--- config.mk ---
export PLATFORM = sky130hd
export DESIGN_NAME = clock_victim_sel
export DESIGN_NICKNAME = d
export VERILOG_FILES = /design/src/rtl/cvs_pkg.sv /design/src/rtl/cvs_page_store.sv /design/src/rtl/cvs_flag_bank.sv /design/src/rtl/cvs_sweep_ctrl.sv /design/src/rtl/clock_victim_sel.sv
export SDC_FILE = /design/constraint.sdc
export NUM_CORES = 1
export LEC_CHECK = 0
export ABC_AREA = 0
export BUFFER_PORTS_ARGS = -buffer_cell sky130_fd_sc_hd__buf_2
export CAP_MARGIN = 5
export CORE_ASPECT_RATIO = 2
export CORE_MARGIN = 3
export CORE_UTILIZATION = 55
export CTS_CLUSTER_DIAMETER = 200
export CTS_CLUSTER_SIZE = 8
export DETAILED_ROUTE_END_ITERATION = 12
export PLACE_DENSITY = 0.75
export SYNTH_ARGS = -nofsm -noshare
export SYNTH_HDL_FRONTEND = slang
export SYNTH_SLANG_ARGS = --single-unit
export TNS_END_PERCENT = 1
--- constraint.sdc ---
create_clock -name clk -period 2.75 [get_ports clk]
set_input_delay 0.4125 -clock clk [delete_from_list [all_inputs] [get_ports clk]]
set_output_delay 0.4125 -clock clk [all_outputs]
set_load 0.005 [all_outputs]
--- src/rtl/cvs_pkg.sv ---
package cvs_pkg;
  typedef enum logic [1:0] {
    ST_IDLE   = 2'd0,
    ST_SCAN   = 2'd1,
    ST_REPORT = 2'd2
  } sweep_state_t;
endpackage

--- src/rtl/cvs_page_store.sv ---
module cvs_page_store #(
  parameter int DEPTH  = 16,
  parameter int DATA_W = 20,
  localparam int ADDR_W = (DEPTH > 1) ? $clog2(DEPTH) : 1
) (
  input  logic              clk,
  input  logic              wr_en,
  input  logic [ADDR_W-1:0] wr_addr,
  input  logic [DATA_W-1:0] wr_data,
  input  logic [ADDR_W-1:0] rd_addr,
  output logic [DATA_W-1:0] rd_data
);
  logic [DATA_W-1:0] mem [DEPTH];

  // Simple dual-port, registered read: maps onto block RAM.
  always_ff @(posedge clk) begin
    if (wr_en) mem[wr_addr] <= wr_data;
    rd_data <= mem[rd_addr];
  end
endmodule

--- src/rtl/cvs_flag_bank.sv ---
module cvs_flag_bank #(
  parameter int NUM_FRAMES = 16,
  localparam int FRAME_W = (NUM_FRAMES > 1) ? $clog2(NUM_FRAMES) : 1
) (
  input  logic                  clk,
  input  logic                  rst,
  input  logic                  acc_valid,
  input  logic [FRAME_W-1:0]    acc_frame,
  input  logic                  acc_write,
  input  logic                  inst_valid,
  input  logic [FRAME_W-1:0]    inst_frame,
  input  logic                  clean_valid,
  input  logic [FRAME_W-1:0]    clean_frame,
  input  logic                  clr_en,
  input  logic                  pend_set,
  input  logic [FRAME_W-1:0]    hand,
  output logic [NUM_FRAMES-1:0] mark_o,
  output logic [NUM_FRAMES-1:0] dirty_o,
  output logic [NUM_FRAMES-1:0] pend_o
);
  for (genvar i = 0; i < NUM_FRAMES; i++) begin : g_frame
    logic hit_acc, hit_inst, hit_clean, hit_hand;
    assign hit_acc   = acc_valid   && (acc_frame   == FRAME_W'(i));
    assign hit_inst  = inst_valid  && (inst_frame  == FRAME_W'(i));
    assign hit_clean = clean_valid && (clean_frame == FRAME_W'(i));
    assign hit_hand  = (hand == FRAME_W'(i));

    always_ff @(posedge clk) begin
      if (rst) begin
        mark_o[i]  <= 1'b0;
        dirty_o[i] <= 1'b0;
        pend_o[i]  <= 1'b0;
      end else begin
        // reference mark: a set beats the sweep's clear
        if (hit_acc || hit_inst)       mark_o[i] <= 1'b1;
        else if (clr_en && hit_hand)   mark_o[i] <= 1'b0;
        // modified flag: a fresh write beats any clear
        if (hit_acc && acc_write)      dirty_o[i] <= 1'b1;
        else if (hit_inst || hit_clean) dirty_o[i] <= 1'b0;
        // write-back outstanding
        if (hit_inst || hit_clean)     pend_o[i] <= 1'b0;
        else if (pend_set && hit_hand) pend_o[i] <= 1'b1;
      end
    end
  end
endmodule

--- src/rtl/cvs_sweep_ctrl.sv ---
module cvs_sweep_ctrl
  import cvs_pkg::*;
#(
  parameter int NUM_FRAMES = 16,
  localparam int FRAME_W = (NUM_FRAMES > 1) ? $clog2(NUM_FRAMES) : 1
) (
  input  logic                  clk,
  input  logic                  rst,
  input  logic                  fault_req,
  input  logic [NUM_FRAMES-1:0] mark_i,
  input  logic [NUM_FRAMES-1:0] dirty_i,
  input  logic [NUM_FRAMES-1:0] pend_i,
  input  logic                  wb_ready,
  output logic [FRAME_W-1:0]    hand_o,
  output sweep_state_t          state_o,
  output logic                  clr_en_o,
  output logic                  pend_set_o,
  output logic                  wb_valid_o
);
  localparam logic [FRAME_W-1:0] LAST_FRAME = FRAME_W'(NUM_FRAMES - 1);

  logic cur_mark, cur_dirty, cur_pend;
  logic scanning, pick, stall, advance;

  assign cur_mark  = mark_i[hand_o];
  assign cur_dirty = dirty_i[hand_o];
  assign cur_pend  = pend_i[hand_o];

  always_comb begin
    scanning   = (state_o == ST_SCAN);
    wb_valid_o = scanning && cur_dirty && !cur_pend;
    stall      = wb_valid_o && !wb_ready;
    pend_set_o = wb_valid_o && wb_ready;
    clr_en_o   = scanning;
    pick       = scanning && !cur_mark && !cur_dirty;
    advance    = scanning && !pick && !stall;
  end

  always_ff @(posedge clk) begin
    if (rst) begin
      state_o <= ST_IDLE;
      hand_o  <= '0;
    end else begin
      if (advance) hand_o <= (hand_o == LAST_FRAME) ? '0 : hand_o + 1'b1;
      case (state_o)
        ST_IDLE:   if (fault_req) state_o <= ST_SCAN;
        ST_SCAN:   if (pick)      state_o <= ST_REPORT;
        ST_REPORT:                state_o <= ST_IDLE;
        default:                  state_o <= ST_IDLE;
      endcase
    end
  end
endmodule

--- src/rtl/clock_victim_sel.sv ---
module clock_victim_sel
  import cvs_pkg::*;
#(
  parameter int NUM_FRAMES = 16,
  parameter int PAGE_W     = 20,
  localparam int FRAME_W = (NUM_FRAMES > 1) ? $clog2(NUM_FRAMES) : 1
) (
  input  logic               clk,
  input  logic               rst,
  input  logic               acc_valid,
  input  logic [FRAME_W-1:0] acc_frame,
  input  logic               acc_write,
  input  logic               inst_valid,
  input  logic [FRAME_W-1:0] inst_frame,
  input  logic [PAGE_W-1:0]  inst_page,
  input  logic               fault_req,
  output logic               busy,
  output logic               done,
  output logic [FRAME_W-1:0] victim_frame,
  output logic [PAGE_W-1:0]  victim_page,
  output logic               wb_valid,
  input  logic               wb_ready,
  output logic [FRAME_W-1:0] wb_frame,
  input  logic               clean_valid,
  input  logic [FRAME_W-1:0] clean_frame
);
  logic [NUM_FRAMES-1:0] mark_w, dirty_w, pend_w;
  logic [FRAME_W-1:0]    hand_w;
  logic [PAGE_W-1:0]     page_rd;
  logic                  clr_en_w, pend_set_w;
  sweep_state_t          state_w;

  cvs_flag_bank #(.NUM_FRAMES(NUM_FRAMES)) u_flags (
    .clk(clk), .rst(rst),
    .acc_valid(acc_valid), .acc_frame(acc_frame), .acc_write(acc_write),
    .inst_valid(inst_valid), .inst_frame(inst_frame),
    .clean_valid(clean_valid), .clean_frame(clean_frame),
    .clr_en(clr_en_w), .pend_set(pend_set_w), .hand(hand_w),
    .mark_o(mark_w), .dirty_o(dirty_w), .pend_o(pend_w)
  );

  cvs_sweep_ctrl #(.NUM_FRAMES(NUM_FRAMES)) u_sweep (
    .clk(clk), .rst(rst), .fault_req(fault_req),
    .mark_i(mark_w), .dirty_i(dirty_w), .pend_i(pend_w),
    .wb_ready(wb_ready),
    .hand_o(hand_w), .state_o(state_w),
    .clr_en_o(clr_en_w), .pend_set_o(pend_set_w), .wb_valid_o(wb_valid)
  );

  cvs_page_store #(.DEPTH(NUM_FRAMES), .DATA_W(PAGE_W)) u_pages (
    .clk(clk),
    .wr_en(inst_valid), .wr_addr(inst_frame), .wr_data(inst_page),
    .rd_addr(hand_w), .rd_data(page_rd)
  );

  assign wb_frame = hand_w;
  assign busy     = (state_w != ST_IDLE);

  always_ff @(posedge clk) begin
    if (rst) begin
      done         <= 1'b0;
      victim_frame <= '0;
      victim_page  <= '0;
    end else begin
      done <= (state_w == ST_REPORT);
      if (state_w == ST_REPORT) begin
        victim_frame <= hand_w;
        victim_page  <= page_rd;
      end
    end
  end
endmodule

Word level (Yosys, flattened, before mapping)
Memories as Yosys holds them, arrays and structs flattened. A register that Yosys moved wholly into a read port is not among the register bits.
Index checks and enable logic that the tools add are counted.
{"block": "totals", "reg_bits": 79, "latchBits": 0, "mem_bits_rw": 320, "rom_bits": 0, "inputBits": 40, "out_inout_bits": 31, "elab_cells": 393, "n_memories": 1}
{"block": "op_classes", "addsub": 1, "multipliers": 0, "div_mod_pow": 0, "magnitude_cmp": 1, "eq_ne": 64, "shifts": 0, "n_mux": 76, "bitwise": 0, "n_reduce_logical": 197}
{"memory": "u_pages.mem", "words": 16, "width": 20, "rd": 1, "rd_ports_with_merged_regs": 1, "write_ports": 1, "line_no": "cvs_page_store.sv:13", "rtl": "logic [DATA_W-1:0] mem [DEPTH];"}
{"cell": "4-bit equality test, second input constant", "n": 32}
{"cell": "1-bit logical AND", "n": 104}
{"cell": "1-bit 2-to-1 mux", "n": 69}
{"cell": "2-bit nonzero test", "n": 33}
{"cell": "4-bit by 3-bit equality test with 1-bit output, second input constant", "n": 16}
{"cell": "4-bit by 2-bit equality test with 1-bit output, second input constant", "n": 8}
{"cell": "1-bit logical OR", "n": 32}
{"cell": "2-bit OR reduction", "n": 16}
{"cell": "4-bit by 1-bit equality test with 1-bit output, second input constant", "n": 4}
{"cell": "4-bit logical NOT", "n": 4}
{"cell": "1-bit binary-select mux with 4-bit select", "n": 3}
{"cell": "1-bit logical NOT", "n": 6}
{"cell": "4-bit by 5-bit < comparator with 1-bit output, second input constant", "n": 1}
{"cell": "4-bit by 1-bit adder with 4-bit output, second input constant", "n": 1}
{"cell": "2-bit 2-to-1 mux", "n": 2}
{"cell": "4-bit 2-to-1 mux", "n": 1}
{"cell": "2-bit one-hot mux with 2 select lines", "n": 1}
{"cell": "2-bit by 1-bit equality test with 1-bit output, second input constant", "n": 1}
{"cell": "2-bit equality test, second input constant", "n": 1}
{"cell": "2-bit logical NOT", "n": 1}
{"cell": "2-bit by 1-bit != test with 1-bit output, second input constant", "n": 1}
{"cell": "2-bit != test, second input constant", "n": 1}
{"cell": "2-bit AND reduction", "n": 1}

Logic depth before layout (Yosys ltp)
Gate-level depths: netlist of the first run.
{"block": "depth", "ltp_word": 8, "depth_mapped": 8, "depth_no_buf": 6}

Hierarchy
A second synthesis of the first run with hierarchy kept.
{"block": "unflattened", "cells_unflattened": 962, "hier_area_um2": 16852.4}
{"mod": "cvs_page_store", "instances": 1, "cells_each": 533, "area_per_inst_um2": 12530.8, "seq_area_each_um2": 10009.6}
{"mod": "cvs_flag_bank", "instances": 1, "cells_each": 250, "area_per_inst_um2": 2328.5, "seq_area_each_um2": 960.9}
{"mod": "clock_victim_sel", "instances": 1, "cells_each": 111, "area_per_inst_um2": 1217.4, "seq_area_each_um2": 500.5}
{"mod": "cvs_sweep_ctrl", "instances": 1, "cells_each": 68, "area_per_inst_um2": 775.7, "seq_area_each_um2": 120.1}

Least setup slack after synthesis of the first run
Ideal clock, no wire load.
{"block": "synth_timing", "kind": "input -> register", "startpoint": "input port inst_frame[2]", "endpoint": "register u_flags.dirty_o[0]", "setup_ps": 117, "t_arrival_ps": 2826, "t_required_ps": 2633, "slack_ps": -194, "cell_stages": 4, "n_path_buf": 0, "cell_sequence": "or3b_2 -> nor3_1 -> nor3_1 -> a32o_1"}
{"block": "synth_via", "elab_chain_len": 4}
{"element": "start: declaration", "line_no": "clock_victim_sel.sv:14", "rtl": "input logic [FRAME_W-1:0] inst_frame,"}
{"element": "4-bit logical NOT", "line_no": "cvs_flag_bank.sv:24", "rtl": "assign hit_inst = inst_valid && (inst_frame == FRAME_W'(i));"}
{"element": "1-bit logical AND", "line_no": "cvs_flag_bank.sv:24"}
{"element": "1-bit logical OR", "line_no": "cvs_flag_bank.sv:39", "rtl": "else if (hit_inst || hit_clean) dirty_o[i] <= 1'b0;"}
{"element": "2-bit nonzero test (no line)"}
{"element": "end signal: indexed assignment", "line_no": "cvs_flag_bank.sv:31", "rtl": "dirty_o[i] <= 1'b0;"}
{"element": "end signal: indexed assignment", "line_no": "cvs_flag_bank.sv:38", "rtl": "if (hit_acc && acc_write) dirty_o[i] <= 1'b1;"}
{"element": "end signal: indexed assignment", "line_no": "cvs_flag_bank.sv:39"}
{"element": "end: declaration", "line_no": "cvs_flag_bank.sv:18", "rtl": "output logic [NUM_FRAMES-1:0] dirty_o,"}
No other way between the ends.
A chain may end at the register's enable or synchronous reset.

Final worst setup path of the first run
{"block": "layout_timing", "startpoint": "register u_sweep.hand_o[0]", "endpoint": "output port wb_valid"}
{"block": "layout_via", "elab_chain_len": 4, "word_cells_on_any_way": 7, "cone_classes": "mux: 4; reduce/logical: 3"}
{"element": "start: declaration", "line_no": "cvs_sweep_ctrl.sv:14", "rtl": "output logic [FRAME_W-1:0] hand_o,"}
{"element": "start signal: assignment", "line_no": "cvs_sweep_ctrl.sv:44", "rtl": "if (advance) hand_o <= (hand_o == LAST_FRAME) ? '0 : hand_o + 1'b1;"}
{"element": "1-bit binary-select mux with 4-bit select (on tied branches)", "line_no": "cvs_sweep_ctrl.sv:26, cvs_sweep_ctrl.sv:27"}
{"element": "1-bit 2-to-1 mux (on tied branches)", "line_no": "cvs_sweep_ctrl.sv:26, cvs_sweep_ctrl.sv:27"}
{"element": "1-bit logical AND or 1-bit logical NOT (tied branches)", "line_no": "cvs_sweep_ctrl.sv:31", "rtl": "wb_valid_o = scanning && cur_dirty && !cur_pend;"}
{"element": "1-bit logical AND *", "line_no": "cvs_sweep_ctrl.sv:31"}
{"element": "end: declaration", "line_no": "clock_victim_sel.sv:21", "rtl": "output logic wb_valid,"}
Every way passes the cells marked *; elsewhere a longest branch is shown, timed or not. The select of a mux whose other input is x is not followed.

==> flow_metrics.tcl, run 1 <==
set metrics [dict create \
    worstMarginPinSlew_ps 835 \
    gp_congestion 0.878 \
    multiInputGateArea_mm2 0.00434 \
    setup.worst_path.end "wb_valid" \
    cts.sinks 419 \
    port_buffers 70 \
    synth_warnings 0 \
    fin_crit_ps 2640 \
    syn-num-nets 946 \
    dieArea_mm2 0.0314 \
    area_growth_pct 17.4 \
    seq_area_frac_synth 0.721 \
    die_w_um 127 \
    critPathLaunchType "register" \
    share_seq_of_total_power 0.503 \
    worstRegToRegCells 8 \
    dr.first_iter.drc_count 829 \
    hold_buffers 0 \
    overflow 0 \
    hold_viol 0 \
    power.density_mw_per_mm2 736 \
    cts_root_buffer "clkbuf_16" \
    finalWirelength_mm 37.2 \
    die_h_um 248 \
    first_pass_iters 5 \
    timing.rr.start "u_sweep.hand_o[0]" \
    crit_type "register to output port" \
    p_comb_frac 0.030 \
    rsz0062_at_grt "false" \
    via_per_inst 6.22 \
    worstSetupEndpointType "output port" \
    cellLeakagePower_nw 6.14 \
    layout_common_cells "320 x edfxtp_1, 111 x mux4_2, 95 x dfxtp_1" \
    p_int_mw 11.0 \
    max_freq_mhz 379 \
    rr_endpoint "u_sweep.hand_o[2]" \
    cp.arrival_ps 2220 \
    status "finished clean" \
    drv_cap 0 \
    r2r_slack_ps 340 \
    cts.clk_slew.worst_paths_ps 50 \
    drc_errors 0 \
    hp-class "primary input to register" \
    antenna_found_initial 2 \
    final_nets 1079 \
    seqCellArea_mm2 0.0116 \
    preCtsSetupSlack_ps 360 \
    critical_path.max_fanout 4 \
    clk_latency_ps 590 \
    ios 71 \
    drive_above_1_share 0.301 \
    grt_usage 0.242 \
    slew_violations 0 \
    initial_core_util 0.564 \
    grt_pass1_wl_mm 56.6 \
    power_switching_mw 2.84 \
    avgSynthCellArea_um2 17.8 \
    fin_setup_tns_ps 0 \
    crit_required_ps 2340 \
    worst_slack_ps 113 \
    place_hpwl_mm 22.3 \
    final-setup-viol-count 0 \
    grt_max_degree 59 \
    switching_share 0.205 \
    tritoncts "done" \
    htree_levels 2 \
    grt_pass1_vias 9355 \
    synth-seq-cells 419 \
    fin_crit_sh 0.959 \
    numCtsBuffers 58 \
    ant_nets 0 \
    avgRoutedWirePerCell_um 25.9 \
    p_clk_frac 0.467 \
    vdd_drop_max_v 0.000642 \
    clockBufferDepth 3 \
    ys_types 42 \
    n_fill_cell 1895 \
    cp-startpoint "u_sweep.hand_o[0]" \
    clock_skew_ps 19.1 \
    core_mm2 0.0285 \
    core.rowCount 87 \
    final_common_cell "edfxtp_1" \
    syn_area_mm2 0.0161 \
    netlist_instances 902 \
    maxSlewHeadroom 0.442 \
    vias 8951 \
]
## synth_stat cells, drive strengths merged
cell / n / area share
a21oi: 53 / 0.017
a22o: 9 / 0.0049
a22oi: 2 / 0.00093
a31oi: 21 / 0.0082
a32o: 3 / 0.0019
and2: 11 / 0.0044
and3: 1 / 0.00039
and4: 1 / 0.00054
buf: 21 / 0.0068
clkbuf: 24 / 0.0056
clkinv: 1 / 0.00023
dfxtp: 99 / 0.12
edfxtp: 320 / 0.60
ha: 4 / 0.0031
inv: 4 / 0.00093
mux2: 1 / 0.00093
mux2i: 4 / 0.0025
mux4: 111 / 0.16
nand2: 71 / 0.017
nand2b: 11 / 0.0043
nand3: 5 / 0.0016
nand3b: 5 / 0.0023
nand4: 2 / 0.00078
nor2: 34 / 0.0084
nor2b: 26 / 0.010
nor3: 26 / 0.0081
nor3b: 1 / 0.00047
nor4: 2 / 0.0017
o21ai: 22 / 0.0076
o221ai: 1 / 0.00054
o32ai: 1 / 0.00054
or2: 1 / 0.00039
or3b: 2 / 0.0011
or4: 2 / 0.0012
## how the worst min path moves through the flow
stage | start | endpoint | slack, ps | cells past startpoint
finish | fault_req | u_sweep.state_o[0] | 130 | 3
floorplan | u_flags.dirty_o[3] | u_flags.dirty_o[3] | 410 | 2
CTS | fault_req | u_sweep.state_o[0] | 110 | 3
global placement | u_pages.rd_data[16] | victim_page[16] | 420 | 2
global route | fault_req | u_sweep.state_o[0] | 120 | 3
detailed placement | u_pages.rd_data[19] | victim_page[19] | 430 | 2
## power by group through the flow
stage	Sequential [mW]	Clock (mW)	Combinational [mW]
floorplan	7.09	0	0.207
global placement	7.10	0	0.399
detailed placement	7.11	0	0.412
CTS	6.98	6.58	0.418
global route	6.99	6.84	0.452
finish	6.99	6.48	0.418
## area by class of cell
class / instances / share of cell area
diodes: 1 / 0.000133
inverters: 5 / 0.000994
well taps: 356 / 0.0236
repair buffers: 118 / 0.0412
clock inverters: 4 / 0.00351
flip-flops and latches: 419 / 0.615
multi-input cells: 433 / 0.230
clock buffers: 102 / 0.0857
## state kept, by name, summed over array words and instances, names as in the netlist
signal,count
done,1
u_flags.dirty_o,16
u_flags.mark_o,16
u_flags.pend_o,16
u_pages.mem,320
u_pages.rd_data,20
u_sweep.hand_o,4
u_sweep.state_o,2
victim_frame,4
victim_page,20
## what timing repair did
item | 4_1_cts | 5_1_grt
gates cloned | 0 | 0
pin swaps | 0 | 1
setup buffers | 4 | 0
setup endpoints to repair | 1 | 1
gates resized for setup | 6 | 6
## worst max-delay path, cell delays in order (launching register included)
cell,delay [ps]
dfxtp_4,370
buf_4,130
mux4_2,480
and2_4,180
nor4_4,310
buf_2,170
## cell families after synthesis
kind of cell / Yosys count / share of synthesized area
AOI/OAI and AO/OA: 112 / 0.0410
muxes: 116 / 0.159
and+or+nand+nor: 201 / 0.0623
adders and majority gates: 4 / 0.00311
buffers and inverters: 50 / 0.0135
DFF: 419 / 0.721
## per-stage QoR
stage | total power [mW] | area [um^2] | cells | utilization | hold WS [ps]
after floorplan | 7.30 | 16100 | 902 | - | 410
after global placement | 7.49 | 17100 | 1327 | 0.600 | 423
after detailed placement | 7.52 | 17100 | 1327 | 0.600 | 433
after CTS | 14.0 | 18900 | 1437 | 0.661 | 108
after global routing | 14.3 | 18900 | 1437 | 0.662 | 116
final | 13.9 | 18900 | 1438 | 0.662 | 125
## per-layer routing
metal | track usage | share of wire | vias up
li1 | - | - | 3864
met2 | 0.416 | 0.53 | 473
met5 | 0 | 0 | -
met1 | 0.298 | 0.35 | 4514
met4 | 0.106 | 0.039 | 0
met3 | 0.0493 | 0.086 | 100
No activity file was read; power rests on OpenSTA's default activity.
==> inputs of run 2 (changes only) <==
BUFFER_PORTS_ARGS = -buffer_cell sky130_fd_sc_hd__buf_4   (was -buffer_cell sky130_fd_sc_hd__buf_2)
==> run 2 against run 1 <==
  * Register-to-register slack got worse by 40 ps
  * Final area rose by 0.70%
  * Final cell count rose by 0.14%
  * Worst setup slack got worse by 61 ps
  * Sequential cell count unchanged
  * Critical endpoint unchanged
==> flow_metrics.tcl, run 2 (synthesis results as in run 1) <==
set metrics [dict create \
    core.rowCount 87 \
    antenna_found_initial 0 \
    die_h_um 248 \
    critPathLaunchType "register" \
    ant_nets 0 \
    ios 71 \
    area_growth_pct 18.2 \
    grt_max_degree 69 \
    holdPathStages 3 \
    maxSlewHeadroom 0.413 \
    multiInputGateArea_mm2 0.00434 \
    final_common_cell "edfxtp_1" \
    worst_slack_ps 52.4 \
    finalWirelength_mm 37.8 \
    clockBufferDepth 3 \
    cellLeakagePower_nw 6.17 \
    slew_violations 0 \
    worstRegToRegCells 4 \
    drive_above_1_share 0.301 \
    drv_cap 0 \
    hold_path_end "u_sweep.state_o[0]" \
    core_mm2 0.0285 \
    gp_congestion 0.906 \
    preCtsSetupSlack_ps 325 \
    seqCellArea_mm2 0.0116 \
    grt_pass1_vias 9396 \
    cts.clk_slew.worst_paths_ps 50 \
    htree_levels 2 \
    timing.rr.start "u_sweep.hand_o[0]" \
    reg_top3 "u_pages.mem x320, u_pages.rd_data x20, victim_page x20" \
    tritoncts "done" \
    layout_common_cells "320 x edfxtp_1, 121 x buf_4, 111 x mux4_2" \
    n_fill_cell 1886 \
    dieArea_mm2 0.0314 \
    critPathBufInv 1 \
    clk_latency_ps 580 \
    fin_cells 1440 \
    crit_required_ps 2340 \
    vdd_drop_max_v 0.000700 \
    crit_path_top_delay_cell "dfxtp_2" \
    cp.arrival_ps 2290 \
    placedCellCount 1330 \
    place_hpwl_mm 21.7 \
    worstSetupEndpointType "output port" \
    fin_crit_ps 2700 \
    hp-class "primary input to register" \
    cts.sinks 419 \
    path_delay_family "simple AND/OR/NAND/NOR gates" \
    fin_crit_sh 0.981 \
    grt_pass1_wl_mm 57.3 \
    critical_path.max_fanout 10 \
    numCtsBuffers 58 \
    fin_setup_tns_ps 0 \
    die_w_um 127 \
    status "finished clean" \
    max_freq_mhz 371 \
    grt_usage 0.247 \
    hold_buffers 0 \
    worstMarginPinSlew_ps 879 \
    final-setup-viol-count 0 \
    port_buffers 70 \
    final_nets 1083 \
    vias 8940 \
    rsz0062_at_grt "false" \
    rr_endpoint "u_pages.rd_data[14]" \
    via_per_inst 6.21 \
    drc_errors 0 \
    crit_path_cell_trace "nor2b_2 > nand2_1 > and4_1 > nor4_4 > buf_4" \
    hold_viol 0 \
    cts_root_buffer "clkbuf_16" \
    clock_skew_ps 30.2 \
    crit_type "register to output port" \
    antenna_cells 0 \
    r2r_slack_ps 300 \
    overflow 0 \
    dr.first_iter.drc_count 880 \
    hp-start "fault_req" \
    first_pass_iters 5 \
    largest_reg_flops 320 \
    power.density_mw_per_mm2 734 \
    avgRoutedWirePerCell_um 26.3 \
    crit_path_max_incr_delay_ps 450 \
    initial_core_util 0.564 \
    largest_register "u_pages.mem" \
]
[run 2: worst register-to-register path, delay by kind of cell (launching register included)]
| kind | cells | cell delay [ps] |
|---|---|---|
| buffers and inverters | 2 | 760 |
| flip-flops | 1 | 460 |
| multiplexers | 2 | 1120 |
[run 2: through the flow]
step | utilization | hold slack, ps | power (mW) | area [um^2]
finish | 0.666 | 118 | 14.0 | 19000
global route | 0.666 | 120 | 14.3 | 19000
CTS | 0.666 | 99.6 | 14.1 | 19000
detailed placement | 0.605 | 429 | 7.54 | 17300
global placement | 0.605 | 422 | 7.52 | 17300
floorplan | - | 410 | 7.30 | 16100
[run 2: report_power, final]
group	total, mW	internal [mW]	switching (mW)
registers	6.99	6.94	0.0445
clock network	6.53	3.98	2.55
logic	0.432	0.171	0.262
total	14.0	11.1	2.86
[run 2: worst max-delay path by stage]
stage	endpoint	startpoint	cells after the start	slack, ps
after floorplan	u_flags.dirty_o[8]	inst_frame[2]	4	130
after global placement	u_sweep.hand_o[2]	u_sweep.hand_o[0]	6	360
after detailed placement	u_sweep.hand_o[2]	u_sweep.hand_o[0]	6	320
after CTS	wb_valid	u_sweep.hand_o[3]	5	30
after global routing	wb_valid	u_sweep.hand_o[1]	6	4
final	wb_valid	u_sweep.hand_o[3]	5	50
[run 2: area by class of cell]
type / instances / share of cell area
flip-flops and latches: 419 / 0.610
inverters: 5 / 0.000988
clock buffers: 103 / 0.0864
multi-input cells: 433 / 0.228
well taps: 356 / 0.0234
repair buffers: 122 / 0.0486
clock inverters: 2 / 0.00198
[run 2: repair_timing]
action	4_1_cts	5_1_grt
pin swaps	0	1
resized for setup	6	0
buffers inserted	5	0
endpoints found under the setup margin	1	1
[run 2: metal layers]
metal / global-route usage / up-vias / part of all wire
met1: 0.305 / 4528 / 0.36
met2: 0.429 / 438 / 0.53
met5: 0 / - / 0
met4: 0.103 / 0 / 0.038
li1: - / 3865 / -
met3: 0.0452 / 109 / 0.070
